==> src/rtl/cfifo_pkg.sv <==
package cfifo_pkg;
  localparam int BYTE_W  = 8;
  localparam int WORD_W  = 32;
  localparam int ENTRY_W = 2 * WORD_W;
  localparam int BYTES_PER_ENTRY = ENTRY_W / BYTE_W;
  localparam int BCNT_W  = $clog2(BYTES_PER_ENTRY);

  typedef logic [BYTE_W-1:0]  byte_t;
  typedef logic [WORD_W-1:0]  word_t;
  typedef logic [ENTRY_W-1:0] entry_t;
endpackage

==> src/rtl/cfifo_wm_reg.sv <==
module cfifo_wm_reg #(
  parameter int WM_W = 4
) (
  input  logic            clk,
  input  logic            rst,
  input  logic            wm_wr,
  input  logic [WM_W-1:0] wm_wdata,
  input  logic            clr_wr,
  output logic [WM_W-1:0] wm_q,
  output logic [WM_W-1:0] wm_next,
  output logic            clr_bit
);
  always_comb wm_next = wm_wr ? wm_wdata : wm_q;

  always_ff @(posedge clk) begin
    if (rst) begin
      wm_q    <= '0;
      clr_bit <= 1'b0;
    end else begin
      wm_q    <= wm_next;
      clr_bit <= clr_wr;
    end
  end
endmodule

==> src/rtl/cfifo_tx_path.sv <==
module cfifo_tx_path
  import cfifo_pkg::*;
#(
  parameter  int DEPTH = 16,
  localparam int AW = $clog2(DEPTH),
  localparam int CW = AW + 1,
  localparam int WA = AW + 1
) (
  input  logic          clk,
  input  logic          rst,
  input  logic          flush,
  input  logic [AW-1:0] wm_q,
  input  logic [AW-1:0] wm_next,
  input  logic          win_we,
  input  logic [WA-1:0] win_addr,
  input  word_t         win_wdata,
  input  logic          push,
  input  logic          eng_ready,
  output logic [CW-1:0] fill,
  output logic          wm_flag,
  output logic          ovf,
  output logic          eng_valid,
  output byte_t         eng_byte
);
  localparam logic [CW-1:0] FULL = CW'(DEPTH);

  word_t mem_lo [DEPTH];
  word_t mem_hi [DEPTH];
  word_t rd_lo, rd_hi;

  logic [AW-1:0] wr_ptr, rd_ptr, win_idx, win_slot;
  logic [CW-1:0] count, count_nxt, free, chunk, chunk_nxt;
  logic win_ok, push_ok, issue, pend, have, last;
  logic [BCNT_W-1:0] bcnt;
  entry_t shreg;

  always_comb begin
    free      = FULL - count;
    chunk     = {1'b0, wm_q} + CW'(1);
    chunk_nxt = {1'b0, wm_next} + CW'(1);
    win_idx   = win_addr[WA-1:1];
    win_slot  = wr_ptr + win_idx;
    win_ok    = win_we && ({1'b0, win_idx} < free);
    push_ok   = push && !flush && (chunk <= free);
    issue     = !have && !pend && (count != '0);
    last      = have && eng_ready && (bcnt == BCNT_W'(BYTES_PER_ENTRY - 1));
    count_nxt = count;
    if (push_ok) count_nxt = count_nxt + chunk;
    if (last)    count_nxt = count_nxt - CW'(1);
    if (flush)   count_nxt = '0;
  end

  // Lower and upper halves kept in separate simple dual-port memories.
  always_ff @(posedge clk) begin
    if (win_ok && !win_addr[0]) mem_lo[win_slot] <= win_wdata;
    rd_lo <= mem_lo[rd_ptr];
  end

  always_ff @(posedge clk) begin
    if (win_ok && win_addr[0]) mem_hi[win_slot] <= win_wdata;
    rd_hi <= mem_hi[rd_ptr];
  end

  always_ff @(posedge clk) begin
    if (rst || flush) begin
      wr_ptr <= '0;
      rd_ptr <= '0;
      pend   <= 1'b0;
      have   <= 1'b0;
      bcnt   <= '0;
      shreg  <= '0;
      ovf    <= 1'b0;
    end else begin
      if (push_ok) wr_ptr <= wr_ptr + wm_q + AW'(1);
      if (push && !push_ok) ovf <= 1'b1;
      if (issue) begin
        rd_ptr <= rd_ptr + AW'(1);
        pend   <= 1'b1;
      end
      if (pend) begin
        shreg <= {rd_hi, rd_lo};
        have  <= 1'b1;
        bcnt  <= '0;
        pend  <= 1'b0;
      end else if (have && eng_ready) begin
        shreg <= {byte_t'(0), shreg[ENTRY_W-1:BYTE_W]};
        bcnt  <= bcnt + BCNT_W'(1);
        if (last) have <= 1'b0;
      end
    end
  end

  always_ff @(posedge clk) begin
    if (rst) begin
      count   <= '0;
      wm_flag <= 1'b1;
    end else begin
      count   <= count_nxt;
      wm_flag <= (FULL - count_nxt) >= chunk_nxt;
    end
  end

  assign fill      = count;
  assign eng_valid = have;
  assign eng_byte  = shreg[BYTE_W-1:0];
endmodule

==> src/rtl/cfifo_rx_path.sv <==
module cfifo_rx_path
  import cfifo_pkg::*;
#(
  parameter  int DEPTH = 16,
  localparam int AW = $clog2(DEPTH),
  localparam int CW = AW + 1,
  localparam int WA = AW + 1
) (
  input  logic          clk,
  input  logic          rst,
  input  logic          flush,
  input  logic [AW-1:0] wm_q,
  input  logic [AW-1:0] wm_next,
  input  logic          win_re,
  input  logic [WA-1:0] win_addr,
  output word_t         win_rdata,
  input  logic          pop,
  input  logic          eng_valid,
  input  byte_t         eng_byte,
  output logic          eng_ready,
  output logic [CW-1:0] fill,
  output logic          wm_flag,
  output logic          udf
);
  localparam logic [CW-1:0] FULL = CW'(DEPTH);

  word_t mem_lo [DEPTH];
  word_t mem_hi [DEPTH];
  word_t q_lo, q_hi;
  logic  q_sel;

  logic [AW-1:0] wr_ptr, rd_ptr, rd_slot;
  logic [CW-1:0] count, count_nxt, chunk, chunk_nxt;
  logic take, done, pop_ok;
  logic [BCNT_W-1:0] bcnt;
  entry_t asm_q, entry;

  always_comb begin
    chunk     = {1'b0, wm_q} + CW'(1);
    chunk_nxt = {1'b0, wm_next} + CW'(1);
    take      = eng_valid && eng_ready && !flush;
    done      = take && (bcnt == BCNT_W'(BYTES_PER_ENTRY - 1));
    entry     = {eng_byte, asm_q[ENTRY_W-1:BYTE_W]};
    pop_ok    = pop && !flush && (chunk <= count);
    rd_slot   = rd_ptr + win_addr[WA-1:1];
    count_nxt = count;
    if (done)   count_nxt = count_nxt + CW'(1);
    if (pop_ok) count_nxt = count_nxt - chunk;
    if (flush)  count_nxt = '0;
  end

  always_ff @(posedge clk) begin
    if (done) mem_lo[wr_ptr] <= entry[WORD_W-1:0];
    if (win_re) q_lo <= mem_lo[rd_slot];
  end

  always_ff @(posedge clk) begin
    if (done) mem_hi[wr_ptr] <= entry[ENTRY_W-1:WORD_W];
    if (win_re) q_hi <= mem_hi[rd_slot];
  end

  always_ff @(posedge clk) begin
    if (rst) q_sel <= 1'b0;
    else if (win_re) q_sel <= win_addr[0];
  end

  always_ff @(posedge clk) begin
    if (rst || flush) begin
      wr_ptr <= '0;
      rd_ptr <= '0;
      bcnt   <= '0;
      asm_q  <= '0;
      udf    <= 1'b0;
    end else begin
      if (take) begin
        asm_q <= entry;
        bcnt  <= bcnt + BCNT_W'(1);
      end
      if (done) wr_ptr <= wr_ptr + AW'(1);
      if (pop_ok) rd_ptr <= rd_ptr + wm_q + AW'(1);
      if (pop && !pop_ok) udf <= 1'b1;
    end
  end

  always_ff @(posedge clk) begin
    if (rst) begin
      count     <= '0;
      wm_flag   <= 1'b0;
      eng_ready <= 1'b1;
    end else begin
      count     <= count_nxt;
      wm_flag   <= count_nxt >= chunk_nxt;
      eng_ready <= count_nxt != FULL;
    end
  end

  assign fill      = count;
  assign win_rdata = q_sel ? q_hi : q_lo;
endmodule

==> src/rtl/cfifo_chunk_top.sv <==
module cfifo_chunk_top
  import cfifo_pkg::*;
#(
  parameter  int DEPTH = 16,
  localparam int AW = $clog2(DEPTH),
  localparam int CW = AW + 1,
  localparam int WA = AW + 1
) (
  input  logic          clk,
  input  logic          rst,
  input  logic          tx_wm_wr,
  input  logic          rx_wm_wr,
  input  logic [AW-1:0] wm_wdata,
  input  logic          tx_clr_wr,
  input  logic          rx_clr_wr,
  input  logic          txw_we,
  input  logic [WA-1:0] txw_addr,
  input  logic [31:0]   txw_wdata,
  input  logic          tx_push,
  input  logic          rxw_re,
  input  logic [WA-1:0] rxw_addr,
  output logic [31:0]   rxw_rdata,
  input  logic          rx_pop,
  output logic          tx_wm_flag,
  output logic          rx_wm_flag,
  output logic          tx_ovf,
  output logic          rx_udf,
  output logic [CW-1:0] tx_fill,
  output logic [CW-1:0] rx_fill,
  output logic          tx_clr_bit,
  output logic          rx_clr_bit,
  output logic          eng_tx_valid,
  input  logic          eng_tx_ready,
  output logic [7:0]    eng_tx_byte,
  input  logic          eng_rx_valid,
  output logic          eng_rx_ready,
  input  logic [7:0]    eng_rx_byte
);
  logic [AW-1:0] tx_wm_q, tx_wm_nxt, rx_wm_q, rx_wm_nxt;

  cfifo_wm_reg #(.WM_W(AW)) u_tx_wm (
    .clk(clk), .rst(rst), .wm_wr(tx_wm_wr), .wm_wdata(wm_wdata),
    .clr_wr(tx_clr_wr), .wm_q(tx_wm_q), .wm_next(tx_wm_nxt),
    .clr_bit(tx_clr_bit)
  );

  cfifo_wm_reg #(.WM_W(AW)) u_rx_wm (
    .clk(clk), .rst(rst), .wm_wr(rx_wm_wr), .wm_wdata(wm_wdata),
    .clr_wr(rx_clr_wr), .wm_q(rx_wm_q), .wm_next(rx_wm_nxt),
    .clr_bit(rx_clr_bit)
  );

  cfifo_tx_path #(.DEPTH(DEPTH)) u_tx (
    .clk(clk), .rst(rst), .flush(tx_clr_wr),
    .wm_q(tx_wm_q), .wm_next(tx_wm_nxt),
    .win_we(txw_we), .win_addr(txw_addr), .win_wdata(txw_wdata),
    .push(tx_push), .eng_ready(eng_tx_ready),
    .fill(tx_fill), .wm_flag(tx_wm_flag), .ovf(tx_ovf),
    .eng_valid(eng_tx_valid), .eng_byte(eng_tx_byte)
  );

  cfifo_rx_path #(.DEPTH(DEPTH)) u_rx (
    .clk(clk), .rst(rst), .flush(rx_clr_wr),
    .wm_q(rx_wm_q), .wm_next(rx_wm_nxt),
    .win_re(rxw_re), .win_addr(rxw_addr), .win_rdata(rxw_rdata),
    .pop(rx_pop), .eng_valid(eng_rx_valid), .eng_byte(eng_rx_byte),
    .eng_ready(eng_rx_ready), .fill(rx_fill), .wm_flag(rx_wm_flag),
    .udf(rx_udf)
  );
endmodule

==> config.mk <==
export PLATFORM = sky130hd
export DESIGN_NAME = cfifo_chunk_top
export DESIGN_NICKNAME = d
export VERILOG_FILES = /design/src/rtl/cfifo_pkg.sv /design/src/rtl/cfifo_wm_reg.sv /design/src/rtl/cfifo_tx_path.sv /design/src/rtl/cfifo_rx_path.sv /design/src/rtl/cfifo_chunk_top.sv
export SDC_FILE = /design/constraint.sdc
export NUM_CORES = 2
export LEC_CHECK = 0
export BUFFER_PORTS_ARGS = -buffer_cell sky130_fd_sc_hd__buf_4
export CAP_MARGIN = 0
export CORE_ASPECT_RATIO = 0.6
export CORE_UTILIZATION = 35
export CTS_BUF_LIST = sky130_fd_sc_hd__clkbuf_4 sky130_fd_sc_hd__clkbuf_8
export DETAILED_ROUTE_END_ITERATION = 7
export SLEW_MARGIN = 40
export SYNTH_ARGS = -nofsm -noshare
export SYNTH_HDL_FRONTEND = slang
export SYNTH_SLANG_ARGS = --single-unit
==> constraint.sdc <==
create_clock -name clk -period 7.5 [get_ports clk]
set_input_delay 1.5 -clock clk [delete_from_list [all_inputs] [get_ports clk]]
set_output_delay 1.5 -clock clk [all_outputs]
set_load 0.02 [all_outputs]
**Word-level counts from Yosys, hierarchy flattened**

Memory sizes are Yosys's and may differ from the RTL's. A register that Yosys moved wholly into a read port is not among the register bits.
Cells that the tools add are included.
Widths: inputs -> output; s select.

- Add/sub/neg operators: 20
- $lt $le $gt $ge: 5
- Equal/unequal tests: 3
- Multiplexer cells: 21
- Reduce and logical (&&, ||, !) cells: 30

Operator list:

| operator | number |
|---|---|
| $mux 64 | 2 |
| $mux 32 | 1 |
| $mux 5 | 6 |
| $add 4x1->5 const B | 4 |
| $add 4x1->4 const B | 4 |
| $add 4x4->4 | 4 |
| $logic_and 1x1->1 | 16 |
| $ge 5x5->1 | 2 |
| $le 5x5->1 | 2 |
| $mux 1 | 10 |
| $sub 5x5->5 const A | 2 |
| $mux 4 | 2 |
| $logic_not 1->1 | 7 |
| $add 3x1->3 const B | 2 |
| $eq 3x3->1 const B | 2 |
| $add 5x1->5 const B | 1 |
| $add 5x5->5 | 1 |
| $lt 4x5->1 | 1 |
| $ne 5x5->1 const B | 1 |
| $reduce_bool 5->1 | 1 |
| $sub 5x1->5 const B | 1 |
| $sub 5x5->5 | 1 |
| $reduce_bool 2->1 | 2 |
| $logic_or 1x1->1 | 2 |
| 2 further kinds | 2 |

- Register bits: 178
- Memory bits (writable): 2,048
- Input port bits: 66
- Output and inout port bits: 58
- Logic and storage cells: 105
- Memories kept: 4

Memory list:

| name | depth | width | rd ports | clocked after memory_dff | wr ports | line | RTL |
|---|---|---|---|---|---|---|---|
| u_rx.mem_hi | 16 | 32 | 1 | 1 | 1 | cfifo_rx_path.sv:28 | `word_t mem_hi [DEPTH];` |
| u_rx.mem_lo | 16 | 32 | 1 | 1 | 1 | cfifo_rx_path.sv:27 | `word_t mem_lo [DEPTH];` |
| u_tx.mem_hi | 16 | 32 | 1 | 1 | 1 | cfifo_tx_path.sv:28 | `word_t mem_hi [DEPTH];` |
| u_tx.mem_lo | 16 | 32 | 1 | 1 | 1 | cfifo_tx_path.sv:27 | `word_t mem_lo [DEPTH];` |

**Depth between registers and ports, before layout**

- Depth after elaboration: 9
- Gate-level depth with buffers: 23

**By module**

A second synthesis with hierarchy kept.

- Cells, all modules: 4,514
- Area, all modules: 89,448.3 µm²

By module, submodules not included:

| module | times used | cells each | area each (µm²) | seq. area each (µm²) |
|---|---|---|---|---|
| cfifo_rx_path | 1 | 2,316 | 44,602.8 | 34,192.8 |
| cfifo_tx_path | 1 | 2,170 | 44,492.7 | 33,712.3 |
| cfifo_wm_reg | 2 | 14 | 176.4 | 100.1 |

**Worst setup path after synthesis**

OpenSTA, ideal clock, no wires.

- Kind: input to register
- Start: input port eng_rx_valid
- End: memory u_rx.mem_hi[3][0] (netlist name) (enable)
- Data arrival time: 6,872 ps
- Data required time: 6,936 ps
- Setup slack: 64 ps
- Cell stages on the path: 6
- Cells stage by stage: and2_1 -> clkbuf_1 -> and3_1 -> buf_1 -> nand2_1 -> nor3_1

- Word-level cells in the longest chain between the ends: 5

RTL lines:

| element | line | RTL |
|---|---|---|
| start, declared | cfifo_chunk_top.sv:35 | `input logic eng_rx_valid,` |
| $logic_and 1x1->1 (2 in series) | cfifo_rx_path.sv:41 | `take = eng_valid && eng_ready && !flush;` |
| $logic_and 1x1->1 | cfifo_rx_path.sv:42 | `done = take && (bcnt == BCNT_W'(BYTES_PER_ENTRY - 1));` |
| $mux 1 | cfifo_rx_path.sv:58 | `if (done) mem_hi[wr_ptr] <= entry[ENTRY_W-1:WORD_W];` |
| $mux 1 (implied by the code) | cfifo_rx_path.sv:58 |  |
| end, declared | cfifo_rx_path.sv:28 |  |

Every way passes these cells.

**Worst setup path in the final report**

- Start: register u_tx.count[0] (netlist: u_tx.fill[0])
- End: register u_tx.wm_flag

- Word-level cells in the longest chain between the ends: 9
- Elaborated cells between the ends (all ways): 10

RTL lines:

| element | line | RTL |
|---|---|---|
| start, declared | cfifo_tx_path.sv:32 | `logic [CW-1:0] count, count_nxt, free, chunk, chunk_nxt;` |
| start signal, assigned | cfifo_tx_path.sv:98 | `count <= count_nxt;` |
| $sub 5x5->5 | cfifo_tx_path.sv:38 | `free = FULL - count;` |
| $le 5x5->1 | cfifo_tx_path.sv:44 | `push_ok = push && !flush && (chunk <= free);` |
| $logic_and 1x1->1 | cfifo_tx_path.sv:44 |  |
| $mux 5 (*) | cfifo_tx_path.sv:48 | `if (push_ok) count_nxt = count_nxt + chunk;` |
| $sub 5x1->5 | cfifo_tx_path.sv:49 | `if (last) count_nxt = count_nxt - CW'(1);` |
| $mux 5 (*) | cfifo_tx_path.sv:49 |  |
| $mux 5 (*) | cfifo_tx_path.sv:50 | `if (flush) count_nxt = '0;` |
| $sub 5x5->5 (*) | cfifo_tx_path.sv:99 | `wm_flag <= (FULL - count_nxt) >= chunk_nxt;` |
| $ge 5x5->1 (*) | cfifo_tx_path.sv:99 |  |
| end signal, assigned | cfifo_tx_path.sv:99 |  |
| end, declared | cfifo_tx_path.sv:20 | `output logic wm_flag,` |

Every way passes the cells marked *; elsewhere a longest branch is shown, timed or not.
A chain may end at the register's enable or synchronous reset.

==> summary.log <==
[route] detailed-router iteration count before antenna repair 5
[synthesis] number of warnings printed during yosys synthesis 0
[power] leakage component of the power 30.97 nW
[floorplan] Die X-Extent 655.2 um
[synthesis] Netlist cell types 63
[grt] wire length of the first global-routing pass 321,700 um
[floorplan] Die Ht 393.9 um
[critical_path] peak fanout along the critical path 11
[job] count of max-cap constraint violations 0
[sta] Post-Route Setup TNS 0 ns
[synthesis] Post-Syn Nets 4,683
[synthesis] number of flops mapped to enable cells by yosys 2,112
[critical_path] largest stage delay on the critical path 0.60 ns
[critical_path] Critical Path Start Type flop
[grt] GR Util All Layers 16.89%
[floorplan] number of placement rows 143
[grt] total congestion overflow after global routing 0
[layout] footprint of the multi-input gates 20,750 sq um
[clock_network] post-CTS setup repair buffer count 0
[critical_path] most repeated library cell on the critical path ha_1
[floorplan] Die ar. 258,100 sq um
[critical_path] kind of cell with the highest combined delay on the critical path compound AO/OA/AOI/OAI gates
[place] RD Place Congestion 0.7996
[route] via/cell ratio 5.270
[critical_path] Crit Reg-Reg Startpoint u_tx.fill[0]
[sta] final setup violating endpoints 0
[clock_network] clock latency on the worst-skew pair 0.95 ns
[grt] via count of the first global-routing pass 45,304
[clock_network] count of hold buffers inserted by post-cts repair 0
[layout] Nets 5,015
[grt] antenna violations before repair 16
[power] Peak supply drop 0.0001580 V
[sta] remaining max-slew budget at the tightest pin 43.65%
[clock_network] Clock Tree Root clkbuf_8
[critical_path] internal reg-to-reg setup slack 2.31 ns
[clock_network] clock input transition at the sequential cells of the worst setup and hold paths 0.08 ns
[synthesis] synthesized area divided by synthesized cell count 19.68 sq um
[sta] number of hold violations in the final report 0
[synthesis] most common flop cell mapped by yosys edfxtp_1
[critical_path] count of cells along the worst register-to-register path 21
[place] Port Buffers 123
[floorplan] number of primary I/O pins 124
[route] DRC marker count from the first detailed-route iteration 5,138
[sta] RSZ-0062 raised after global routing no
[layout] register area 68,130 sq um
[critical_path] slowest stage cell on the critical path a2111oi_4
[layout] fill count 22,358
[critical_path] Crit Path Category flop to flop
[clock_network] CTS H-Tree Depth 5
[worst_hold_path] WHS Endpoint u_tx.shreg[60]
[synthesis] Post-synth ARST share 0%
[critical_path] count of buffer and inverter cells on the critical path 1
[clock_network] clock tree buffer depth 4
[place] cell count after placement 7,936
[route] DR WL/cell 25.77 um
[route] via count 45,223
[floorplan] total core area 253,900 sq um
[worst_hold_path] type of the worst min-delay path flop to flop
[synthesis] share of the yosys chip area belonging to registers 76.01%
[worst_hold_path] Worst Min Path Start u_tx.rd_hi[28]
[critical_path] arrival time at the worst endpoint 5.96 ns
[sta] maximum clock skew at final layout 0.1429 ns
[layout] synth-to-layout area growth 14.73%
[sta] max-slew violation total from the final report 0
[route] DR DRC count 0
[critical_path] sequence of cells on the critical path inv_1 > ha_1 > nor3b_1 > ha_1 > ha_1 > o211ai_1 > o31ai_2 > a2111oi_4 > nor2_2 > nor2_1 > a21oi_1 > ha_1 > nor3_1 > a211oi_1 > ha_1 > ha_1 > a21o_1 > a21oi_1 > nor2b_1 > o21ai_0 > nand2_1
[route] total length of routed wires 221,100 um
[clock_network] TritonCTS Buffers 348
[sta] final clock period utilization by the worst path 69.16%
[layout] most common cell after layout, fill and taps aside edfxtp_1
[worst_hold_path] number of instances on the worst hold path 2
[clock_network] Resize count post-CTS 0
[critical_path] Req. time, crit path 8.27 ns
[critical_path] endpoint type of the worst setup path flop
[sta] peak clock frequency supported by timing 192.8 MHz
[sta] actual transition at the worst max-transition pin 0.8452 ns
[sta] final critical delay including setup and external delays 5.187 ns
[synthesis] post-synthesis sequential element count 2,346
[layout] number of non-filler instances in the completed layout 8,582
[outcome] run status complete, no violations
[layout] share of cells above drive strength 1 29.56%
[synthesis] area of the mapped netlist 89,600 sq um
[route] Routed Antenna Nets 0
[clock_network] clock tree from TritonCTS yes
[critical_path] RR Endpoint u_tx.wm_flag
[grt] largest net degree at the start of global routing 129
[place] Detailed Place HPWL 123,000 um
[layout] most frequent cells in the layout 2,112 x edfxtp_1, 576 x mux4_2, 463 x nand2_1, 387 x clkbuf_8, 223 x dfxtp_1
[synthesis] cell count after synthesis 4,552
[floorplan] effective utilization at floorplan 35.29%
[power] total power divided by cell area 258.2 nW/um^2
[clock_network] Num Clock Sinks 2,346
==> synthesized netlist by cell type, types with 24 or more instances <==
master    count  area share [%]
inv_1        39            0.16
dfxtp_1     234             5.2
nor3_1       26            0.15
clkbuf_1    182            0.76
mux2_2       33            0.41
ha_1         59            0.82
a21oi_1     202             1.1
a31oi_1      64            0.45
buf_1        56            0.23
xor2_1       24            0.23
xnor2_1      26            0.25
nand2_1     465             1.9
mux4_2      576              14
edfxtp_1   2112              71
and3_1       69            0.48
nor2_1      156            0.65
nand3_1      78            0.44
==> stage by stage <==
| stage | utilization, % | worst slack (ns) | cell area, sq um | hold slack [ns] | power [mW] |
|---|---|---|---|---|---|
| detailed placement | 37.63 | 2.279 | 95540 | 0.4480 | 16.24 |
| global placement | 37.46 | 2.196 | 95120 | 0.4428 | 16.21 |
| global route | 40.49 | 1.857 | 102800 | 0.4736 | 27.47 |
| finish | 40.49 | 2.313 | 102800 | 0.4349 | 26.54 |
| CTS | 40.43 | 2.335 | 102700 | 0.4301 | 26.81 |
| floorplan | - | 0.06401 | 89600 | 0.4358 | 15.59 |
==> worst min-delay path, stage by stage, from the launching register on <==
cell and delay [ns]:
dfxtp_1 0.34, a21oi_1 0.07, nor2_1 0.07
==> how the worst max path moves through the flow <==
stage                       startpoint                end  slack (ns)  depth (start not counted)
after floorplan           eng_rx_valid  u_rx.mem_hi[3][0]        0.06                          6
after global placement       tx_clr_wr       u_tx.wm_flag        2.20                         17
after detailed placement     tx_clr_wr       u_tx.wm_flag        2.28                         17
after CTS                 u_tx.fill[0]       u_tx.wm_flag        2.34                         21
after global routing      u_tx.fill[0]       u_tx.wm_flag        1.86                         21
final                     u_tx.fill[0]       u_tx.wm_flag        2.31                         21
==> registers in the layout, indices dropped and copies added (netlist names), 3 cells and up <==
| name | count |
|---|---|
| u_rx.mem_hi | 512 |
| u_tx.bcnt | 3 |
| u_tx.wr_ptr | 4 |
| u_tx.fill | 5 |
| u_tx.shreg | 64 |
| u_tx.rd_ptr | 4 |
| u_tx.rd_lo | 32 |
| u_rx.q_lo | 32 |
| u_tx.mem_hi | 512 |
| u_rx.mem_lo | 512 |
| u_rx.bcnt | 3 |
| u_rx.q_hi | 32 |
| u_tx.mem_lo | 512 |
| u_rx.asm_q | 56 |
| u_rx.wr_ptr | 4 |
| u_tx_wm.wm_q | 4 |
| u_tx.rd_hi | 32 |
| u_rx.fill | 5 |
| u_rx.rd_ptr | 4 |
| u_rx_wm.wm_q | 4 |
==> kinds of logic after synthesis <==
family          synth area share, %
flops                         76.01
fa+ha+maj                    0.9691
simple gates                  4.059
xor+xnor                     0.4888
buf+inv                       1.324
mux                           15.08
compound gates                2.065
==> where the power goes <==
part / internal, mW / switching (mW)
clock network: 5.67 / 4.94
registers: 14.3 / 0.0870
logic: 0.595 / 0.946
total: 20.6 / 5.98
==> metal layers <==
metal	GRT usage [%]	part of all wire (%)	vias up
met5	0	0.018	-
met2	23.55	43	1753
met1	26.85	47	24192
li1	-	-	19004
met3	3.604	8.2	268
met4	3.790	1.8	6
==> cell type report <==
type	count	area share [%]
sequential	2346	66.28
multi-input combinational	1905	20.19
clock buffer	528	6.211
tap	3407	4.147
timing repair buffer	244	2.309
clock inverter	107	0.7072
inverter	39	0.1424
antenna	6	0.01461
(Power assumes the default switching activity.)
